==> src/rtl/sst_pkg.sv <==
package sst_pkg;
  // Host register selector values
  typedef enum logic {
    SST_REG_CCF = 1'b0,
    SST_REG_TMO = 1'b1
  } sst_reg_e;
endpackage

==> src/rtl/sst_cfg_regs.sv <==
module sst_cfg_regs
  import sst_pkg::*;
#(
  parameter int UNIT_MULT = 7682,
  parameter int CCF_W     = 3,
  parameter int CCF_MIN   = 2,
  parameter int TMO_W     = 8,
  parameter int PRE_W     = 16,
  parameter int UNIT_W    = TMO_W + 1
) (
  input  logic              clk,
  input  logic              rst,
  input  logic              wr_en,
  input  logic              wr_sel,
  input  logic [TMO_W-1:0]  wr_data,
  output logic [PRE_W-1:0]  period_m1,
  output logic [UNIT_W-1:0] unit_load
);
  logic [CCF_W-1:0] ccf_q;
  logic [TMO_W-1:0] tmo_q;
  logic [CCF_W-1:0] ccf_eff;

  always_ff @(posedge clk) begin
    if (rst) begin
      ccf_q <= '0;
      tmo_q <= '0;
    end else if (wr_en) begin
      if (sst_reg_e'(wr_sel) == SST_REG_TMO) tmo_q <= wr_data;
      else                                   ccf_q <= wr_data[CCF_W-1:0];
    end
  end

  // clamp illegal small factors to the minimum
  always_comb begin
    ccf_eff = (ccf_q < CCF_W'(CCF_MIN)) ? CCF_W'(CCF_MIN) : ccf_q;
    period_m1 = PRE_W'(UNIT_MULT) * PRE_W'(ccf_eff) - PRE_W'(1);
    // zero encodes the largest count
    unit_load = (tmo_q == '0) ? UNIT_W'(1 << TMO_W) : {1'b0, tmo_q};
  end
endmodule

==> src/rtl/sst_unit_prescaler.sv <==
module sst_unit_prescaler #(
  parameter int PRE_W = 16
) (
  input  logic             clk,
  input  logic             rst,
  input  logic             load,
  input  logic             run,
  input  logic [PRE_W-1:0] reload_val,
  output logic             tick
);
  logic [PRE_W-1:0] cnt_q;
  logic [PRE_W-1:0] reload_q;

  always_ff @(posedge clk) begin
    if (rst) begin
      cnt_q    <= '0;
      reload_q <= '0;
    end else if (load) begin
      cnt_q    <= reload_val;
      reload_q <= reload_val;
    end else if (run) begin
      if (cnt_q == '0) cnt_q <= reload_q;
      else             cnt_q <= cnt_q - PRE_W'(1);
    end
  end

  assign tick = run && (cnt_q == '0);
endmodule

==> src/rtl/sst_unit_counter.sv <==
module sst_unit_counter #(
  parameter int UNIT_W = 9
) (
  input  logic              clk,
  input  logic              rst,
  input  logic              load,
  input  logic              cancel,
  input  logic              tick,
  input  logic [UNIT_W-1:0] unit_load,
  output logic              running,
  output logic              expire
);
  logic [UNIT_W-1:0] left_q;

  always_ff @(posedge clk) begin
    if (rst) begin
      left_q  <= '0;
      running <= 1'b0;
      expire  <= 1'b0;
    end else begin
      expire <= 1'b0;
      if (cancel) begin
        running <= 1'b0;
      end else if (load) begin
        running <= 1'b1;
        left_q  <= unit_load;
      end else if (running && tick) begin
        if (left_q == UNIT_W'(1)) begin
          running <= 1'b0;
          expire  <= 1'b1;
        end else begin
          left_q <= left_q - UNIT_W'(1);
        end
      end
    end
  end
endmodule

==> src/rtl/sel_timeout_timer.sv <==
module sel_timeout_timer #(
  parameter int UNIT_MULT = 7682,
  parameter int CCF_W     = 3,
  parameter int CCF_MIN   = 2,
  parameter int TMO_W     = 8
) (
  input  logic             clk,
  input  logic             rst,
  input  logic             wr_en,
  input  logic             wr_sel,
  input  logic [TMO_W-1:0] wr_data,
  input  logic             start,
  input  logic             stop,
  output logic             expire
);
  localparam int CCF_MAX = (1 << CCF_W) - 1;
  localparam int PRE_W   = $clog2(UNIT_MULT * CCF_MAX + 1);
  localparam int UNIT_W  = TMO_W + 1;

  logic [PRE_W-1:0]  period_m1;
  logic [UNIT_W-1:0] unit_load;
  logic              launch;
  logic              unit_tick;
  logic              timer_running;

  // a stop in the same cycle suppresses the launch
  assign launch = start && !stop;

  sst_cfg_regs #(
    .UNIT_MULT(UNIT_MULT), .CCF_W(CCF_W), .CCF_MIN(CCF_MIN),
    .TMO_W(TMO_W), .PRE_W(PRE_W), .UNIT_W(UNIT_W)
  ) u_cfg (
    .clk(clk), .rst(rst), .wr_en(wr_en), .wr_sel(wr_sel), .wr_data(wr_data),
    .period_m1(period_m1), .unit_load(unit_load)
  );

  sst_unit_prescaler #(.PRE_W(PRE_W)) u_pre (
    .clk(clk), .rst(rst), .load(launch), .run(timer_running),
    .reload_val(period_m1), .tick(unit_tick)
  );

  sst_unit_counter #(.UNIT_W(UNIT_W)) u_cnt (
    .clk(clk), .rst(rst), .load(launch), .cancel(stop), .tick(unit_tick),
    .unit_load(unit_load), .running(timer_running), .expire(expire)
  );
endmodule

==> config.mk <==
export PLATFORM = sky130hd
export DESIGN_NAME = sel_timeout_timer
export DESIGN_NICKNAME = d
export VERILOG_FILES = /design/src/rtl/sst_pkg.sv /design/src/rtl/sst_cfg_regs.sv /design/src/rtl/sst_unit_prescaler.sv /design/src/rtl/sst_unit_counter.sv /design/src/rtl/sel_timeout_timer.sv
export SDC_FILE = /design/constraint.sdc
export NUM_CORES = 1
export LEC_CHECK = 0
export ABC_AREA = 1
export BUFFER_PORTS_ARGS = -buffer_cell sky130_fd_sc_hd__buf_2
export CORE_MARGIN = 2
export CORE_UTILIZATION = 30
export DETAILED_ROUTE_END_ITERATION = 16
export PLACE_DENSITY = 0.43
export RECOVER_POWER = 25
export SYNTH_ARGS = -nofsm -noshare
export SYNTH_HDL_FRONTEND = slang
export SYNTH_SLANG_ARGS = --single-unit
==> constraint.sdc <==
create_clock -name clk -period 5.74 [get_ports clk]
set_clock_uncertainty 0.05 [all_clocks]
set_input_delay 0.574 -clock clk [delete_from_list [all_inputs] [get_ports clk]]
set_output_delay 0.574 -clock clk [all_outputs]
set_load 0.01 [all_outputs]
==> flow_summary_export.csv, run 1 <==
group,metric,value,unit
cts,numCtsBuffers,5,
logic_synthesis,yosysSeqAreaShare,32.3,%
worst_setup_path,cp-endpoint,"u_cnt.left_q[2]$_SDFFE_PP0P_",
detailed_routing,drc_errors,0,
cts,h-tree-depth,2,
worst_setup_path,reg2reg_from,"u_cfg.ccf_q[2]$_SDFFE_PP0P_",
logic_synthesis,synth_area_leaders,"dfxtp_1, nand2_1, nor2_1",
timing,slew_headroom,-2.60,%
cells_and_area,nets,521,
timing,worst_pin_slew,1.54,ns
run,cap_violations,1,
cells_and_area,fin_cells,630,
worst_setup_path,r2r_cells,18,
worst_setup_path,crit_type,"primary input to register",
detailed_routing,antenna_left,0,
global_routing,grt_pass1_vias,2889,
global_routing,grt_max_degree,32,
logic_synthesis,syn_nets,512,
detailed_routing,drt_iter0_drc,146,
power,irDropWorstVdd,107,uV
floorplan,die-area,0.0111,sq mm
timing,period_minus_slack,3.42,ns
place,hpwl,6.04,mm
cts,postCtsHoldBufs,0,
cells_and_area,insertedDiodeCount,0,
floorplan,rows,37,
logic_synthesis,synth_top_area_share,32.3,%
worst_setup_path,crit_top_cell,"nand2_1",
logic_synthesis,synth_area_leader_cell,"dfxtp_1",
cts,cts_root_buffer,"clkbuf_8",
detailed_routing,dr.pass1.iters,4,
status,outcome,"finished with violations",
detailed_routing,wl_per_cell,12.8,um
worst_setup_path,crit_path_cell_trace,"buf_2, nor2_1, inv_1, nand2_1, nand2_1, a21oi_4, nand2_1, a21oi_1",
power,power.leakage,0.00152,uW
place,gp_congestion,0.901,
status,violations,"capacitance limit, slew limit",
timing,rsz0062_at_grt,"false",
timing,hold_viol_final,0,
timing,min_period_over_period,59.5,%
cts,tritoncts,"yes",
floorplan,dieWidth,106,um
global_routing,antenna_found_initial,0,
timing,setup_viol,0,
worst_setup_path,startpoint_type,"primary input",
logic_synthesis,postSynthAreaPerCell,6.37,sq um
worst_setup_path,cp_max_fo,25,
logic_synthesis,synth_top_cells_by_count,"nand2_1, nor2_1, inv_1",
worst_setup_path,cp_data_arrival_time,3.58,ns
hold_path,hp-class,"register to register",
worst_setup_path,end_kind,"register",
place,dpl.cell_count,624,
timing,tns,0,ns
cts,clk-insertion-delay-late,0.30,ns
global_routing,grt_overflow_total,0,
floorplan,die_y,106,um
worst_setup_path,max_stage_delay,1.08,ns
global_routing,grt_first_pass_wirelength,14.0,mm
detailed_routing,wl,8.06,mm
worst_setup_path,r2r_slack,3.04,ns
logic_synthesis,ys_seq_elements,50,
logic_synthesis,syn_area,0.00309,sq mm
worst_setup_path,cp.required,5.90,ns
floorplan,io_pins,15,
worst_setup_path,r2r-end,"u_pre.cnt_q[15]$_SDFFE_PP0P_",
cells_and_area,area_growth,8.25,%
cts,cts.path.max_buffers,2,
power,pwr_density_cell,253,mW/mm^2
timing,max_freq,293,MHz
worst_setup_path,critPathLaunch,"stop",
timing,whs,0.415,ns
cts,cts_sinks,50,
logic_synthesis,synth-edff-count,0,
cells_and_area,final_util,32.9,%
logic_synthesis,post-synth-top-count-cell,"nand2_1",
detailed_routing,num_vias,2918,
floorplan,coreArea,0.0102,sq mm
cts,ctsResizeCount,0,
cts,post-cts-setup-buffers,0,
detailed_routing,viasPerCell,4.63,
worst_setup_path,slowest_stage,"nor2_1",
cells_and_area,drive_gt1_share,7.89,%
logic_synthesis,synth_ff_type,"dfxtp_1",
place,io_buffers,14,
cts,clk_transition_reported_paths,0.09,ns
logic_synthesis,yosys_warnings,0,
logic_synthesis,synth_cell_types,33,
logic_synthesis,netlist_instances,486,
timing,drv_slew,32,
global_routing,track_usage,15.4,%
floorplan,start_util,30.4,%
logic_synthesis,ys_async_sr_fraction,0,%
stage by stage:
stage	setup WS [ns]	power (uW)	area (sq um)
floorplan	3.38	590	3090
global placement	3.22	649	3280
detailed placement	3.07	647	3280
CTS	3.06	859	3360
global route	1.88	917	3350
finish	2.32	848	3350
worst min-delay path by stage:
| stage | slack [ns] | cells past startpoint | start | to |
|---|---|---|---|---|
| after floorplan | 0.37 | 2 | u_pre.reload_q[8]$_SDFFE_PP0P_ | u_pre.reload_q[8]$_SDFFE_PP0P_ |
| after global placement | 0.40 | 2 | u_pre.reload_q[10]$_SDFFE_PP0P_ | u_pre.reload_q[10]$_SDFFE_PP0P_ |
| after detailed placement | 0.40 | 2 | u_pre.reload_q[8]$_SDFFE_PP0P_ | u_pre.reload_q[8]$_SDFFE_PP0P_ |
| after CTS | 0.41 | 2 | u_pre.reload_q[8]$_SDFFE_PP0P_ | u_pre.reload_q[8]$_SDFFE_PP0P_ |
| after global routing | 0.42 | 2 | stop | u_cnt.running$_SDFFE_PP0P_ |
| final | 0.42 | 2 | u_pre.reload_q[14]$_SDFFE_PP0P_ | u_pre.reload_q[14]$_SDFFE_PP0P_ |
layout make-up:
type	instances	area (sq um)
Clock buffer	6	82.6
Tap cell	136	170
Sequential cell	50	1000
Inverter	60	225
Fill cell	1176	6840
Timing Repair Buffer	14	67.6
Multi-Input combinational cell	364	1800
placed cells by master (no fill, tap or decap), types with 2 or more instances in the layout:
| cell type | count |
|---|---|
| o21ai_0 | 35 |
| xnor2_1 | 5 |
| nor2_1 | 66 |
| a21oi_1 | 38 |
| clkbuf_8 | 6 |
| dfxtp_1 | 50 |
| inv_1 | 59 |
| or2_2 | 4 |
| nor2_4 | 5 |
| nor3_1 | 5 |
| ha_1 | 11 |
| and2_1 | 2 |
| nand3_1 | 32 |
| clkbuf_1 | 2 |
| nor4_1 | 2 |
| xor2_1 | 6 |
| buf_2 | 12 |
| nor2_2 | 4 |
| nand2_1 | 134 |
| nand2_2 | 2 |
| nand3_2 | 3 |
worst max-delay path, delay by kind of cell:
family,cells,cell delay [ns]
AND/OR/NAND/NOR,4,1.65
buffers and inverters,2,0.95
AO/OA/AOI/OAI,2,0.40
registers in the layout, summed over array words and instances, names as in the netlist:
register	count
u_cnt.expire	1
u_pre.reload_q	12
u_pre.cnt_q	16
u_cfg.tmo_q	8
u_cnt.left_q	9
u_cnt.running	1
u_cfg.ccf_q	3
cells by family after synthesis:
logic type / after synthesis / synth area share (%)
simple gates: 263 / 37.1
compound gates: 78 / 13.2
fa+ha+maj: 12 / 5.09
flops: 50 / 32.3
buf+inv: 72 / 9.14
xor+xnor: 11 / 3.11
layer usage:
metal / routed length (um) / global-route usage [%] / vias up
li1: - / - / 1559
met1: 3980 / 20.1 / 1305
met2: 3650 / 26.0 / 43
met3: 246 / 2.72 / 11
met4: 176 / 4.51 / 0
met5: 0 / 0 / -
power breakdown:
group / switching [uW] / leakage (uW) / internal (uW)
logic: 159 / 0.00107 / 88.8
registers: 20.6 / 0.000409 / 368
clock network: 118 / 0.0000431 / 93.5
total: 298 / 0.00152 / 550
(Power assumes the default switching activity.)
==> inputs of run 2 (changes only) <==
Settings changed: PLACE_DENSITY 0.43 to 0.44.
Clock period 5.74 ns to 3 ns, I/O delays scaled along.
==> run 2 against run 1 <==
Effect of this change: the run now ends clean; sequential power grew 91%; cell count grew 0.48%; core utilization grew 0.21 points; worst hold slack lost 0.23 ns; first-iteration DRC count shrank 25%; sequential cell count is the same; largest power group unchanged.
==> flow_summary_export.csv, run 2 (synthesized netlist as in run 1, its figures left out) <==
group,metric,value,unit
global_routing,track_usage,14.9,%
global_routing,grt_overflow_total,0,
detailed_routing,num_vias,2855,
cts,clk_transition_reported_paths,0.10,ns
cells_and_area,area_growth,8.94,%
floorplan,dieWidth,106,um
place,gp_congestion,0.772,
floorplan,die-area,0.0111,sq mm
global_routing,grt_pass1_vias,2780,
global_routing,grt_max_degree,31,
worst_setup_path,cp.required,3.21,ns
cells_and_area,insertedDiodeCount,0,
cts,cts_sinks,50,
cells_and_area,layout_common_cells,"nand2_1, nor2_1, inv_1",
cts,post-cts-setup-buffers,0,
cts,cts_root_buffer,"clkbuf_8",
timing,rsz0062_at_grt,"false",
cells_and_area,regMostFlops,"u_pre.cnt_q",
cts,ctsResizeCount,0,
worst_setup_path,crit_type,"register to register",
worst_setup_path,max_stage_delay,0.47,ns
timing,min_period_over_period,86.2,%
timing,tns,0,ns
power,power.leakage,0.00153,uW
power,irDropWorstVdd,213,uV
floorplan,start_util,30.4,%
cells_and_area,final_common_cell,"nand2_1",
detailed_routing,viasPerCell,4.51,
worst_setup_path,cp_max_fo,6,
cells_and_area,largest_reg_flops,16,
detailed_routing,wl,8.02,mm
cells_and_area,nets,523,
cts,clk-insertion-delay-late,0.30,ns
detailed_routing,wl_per_cell,12.7,um
place,placed_cell_area,0.00329,sq mm
detailed_routing,dr.pass1.iters,4,
timing,period_minus_slack,2.59,ns
power,pwr_density_cell,477,mW/mm^2
worst_setup_path,cp_top_family,"simple AND/OR/NAND/NOR gates",
detailed_routing,drc_errors,0,
timing,drv_slew,0,
worst_setup_path,startpoint_type,"register",
timing,slew_headroom,45.4,%
timing,whs,0.190,ns
timing,worst_pin_slew,0.815,ns
worst_setup_path,cp_data_arrival_time,2.79,ns
cts,h-tree-depth,2,
place,hpwl,6.04,mm
global_routing,antenna_found_initial,0,
worst_setup_path,crit_top_cell,"inv_1",
timing,hold_viol_final,0,
cts,cts.path.max_buffers,2,
floorplan,die_y,106,um
place,io_buffers,14,
timing,max_freq,387,MHz
cells_and_area,drive_gt1_share,8.85,%
cts,postCtsHoldBufs,0,
hold_path,hp-class,"primary input to register",
worst_setup_path,slowest_stage,"fa_1",
status,outcome,"finished, final reports clean",
detailed_routing,antenna_left,0,
cts,numCtsBuffers,5,
worst_setup_path,crit_buf_inv,5,
worst_setup_path,end_kind,"register",
cts,tritoncts,"yes",
floorplan,coreArea,0.0102,sq mm
worst_setup_path,crit_path_cell_trace,"inv_1, a21oi_1, inv_1, nand2_1, o21ai_2, ha_1, inv_1, fa_1, inv_1, nor2_1, nand3_1, nor2_1, nand3_1, nand2_1, nand3_1, nand3_1, nand2_1, inv_1",
cells_and_area,final_design_area_no_fill,0.00337,sq mm
cells_and_area,reg_top3,"u_pre.cnt_q x16, u_pre.reload_q x12, u_cnt.left_q x9",
run,cap_violations,0,
global_routing,grt_first_pass_wirelength,13.5,mm
floorplan,io_pins,15,
timing,setup_viol,0,
floorplan,rows,37,
detailed_routing,drt_iter0_drc,110,
[run 2: cell types whose count changed in the layout (fill, tap and decap cells not counted), sizes merged]
cell  change
buf       +3
[run 2: metrics by stage]
step / total power [uW] / setup WS (ns) / utilization [%] / std cells
after global routing: 1730 / 0.0765 / 33.1 / 633
after CTS: 1640 / 0.315 / 33.1 / 633
after floorplan: 1130 / 0.642 / - / 486
final: 1610 / 0.413 / 33.1 / 633
after detailed placement: 1240 / 0.330 / 32.3 / 626
after global placement: 1240 / 0.457 / 32.3 / 626
[run 2: final timing paths]
| kind | from | to | slack [ns] | cells after the start |
|---|---|---|---|---|
| max | u_cfg.ccf_q[2]$_SDFFE_PP0P_ | u_pre.cnt_q[15]$_SDFFE_PP0P_ | 0.41 | 18 |
| min | stop | u_cnt.running$_SDFFE_PP0P_ | 0.19 | 2 |
| max reg2reg | u_cfg.ccf_q[2]$_SDFFE_PP0P_ | u_pre.cnt_q[15]$_SDFFE_PP0P_ | 0.41 | 18 |
| min reg2reg | u_pre.reload_q[8]$_SDFFE_PP0P_ | u_pre.reload_q[8]$_SDFFE_PP0P_ | 0.41 | 2 |
[run 2: final cells by class]
class,instances,area (sq um)
tap,136,170
timing repair buffer,16,83.8
inverter,60,225
clock buffer,7,76.3
sequential,50,1000
fill,1168,6810
multi-input combinational,364,1810
[run 2: where the power goes]
| part | internal [uW] | switching, uW |
|---|---|---|
| Sequential | 704 | 38.3 |
| Combinational | 172 | 303 |
| Clock | 162 | 228 |
| Total | 1040 | 569 |
[run 2: metal layers]
layer,global-route usage (%),share of wire (%),vias up
met3,2.41,2.4,4
met5,0,0,-
met4,3.01,0.66,0
met1,19.4,50,1266
met2,26.0,47,34
li1,-,-,1551
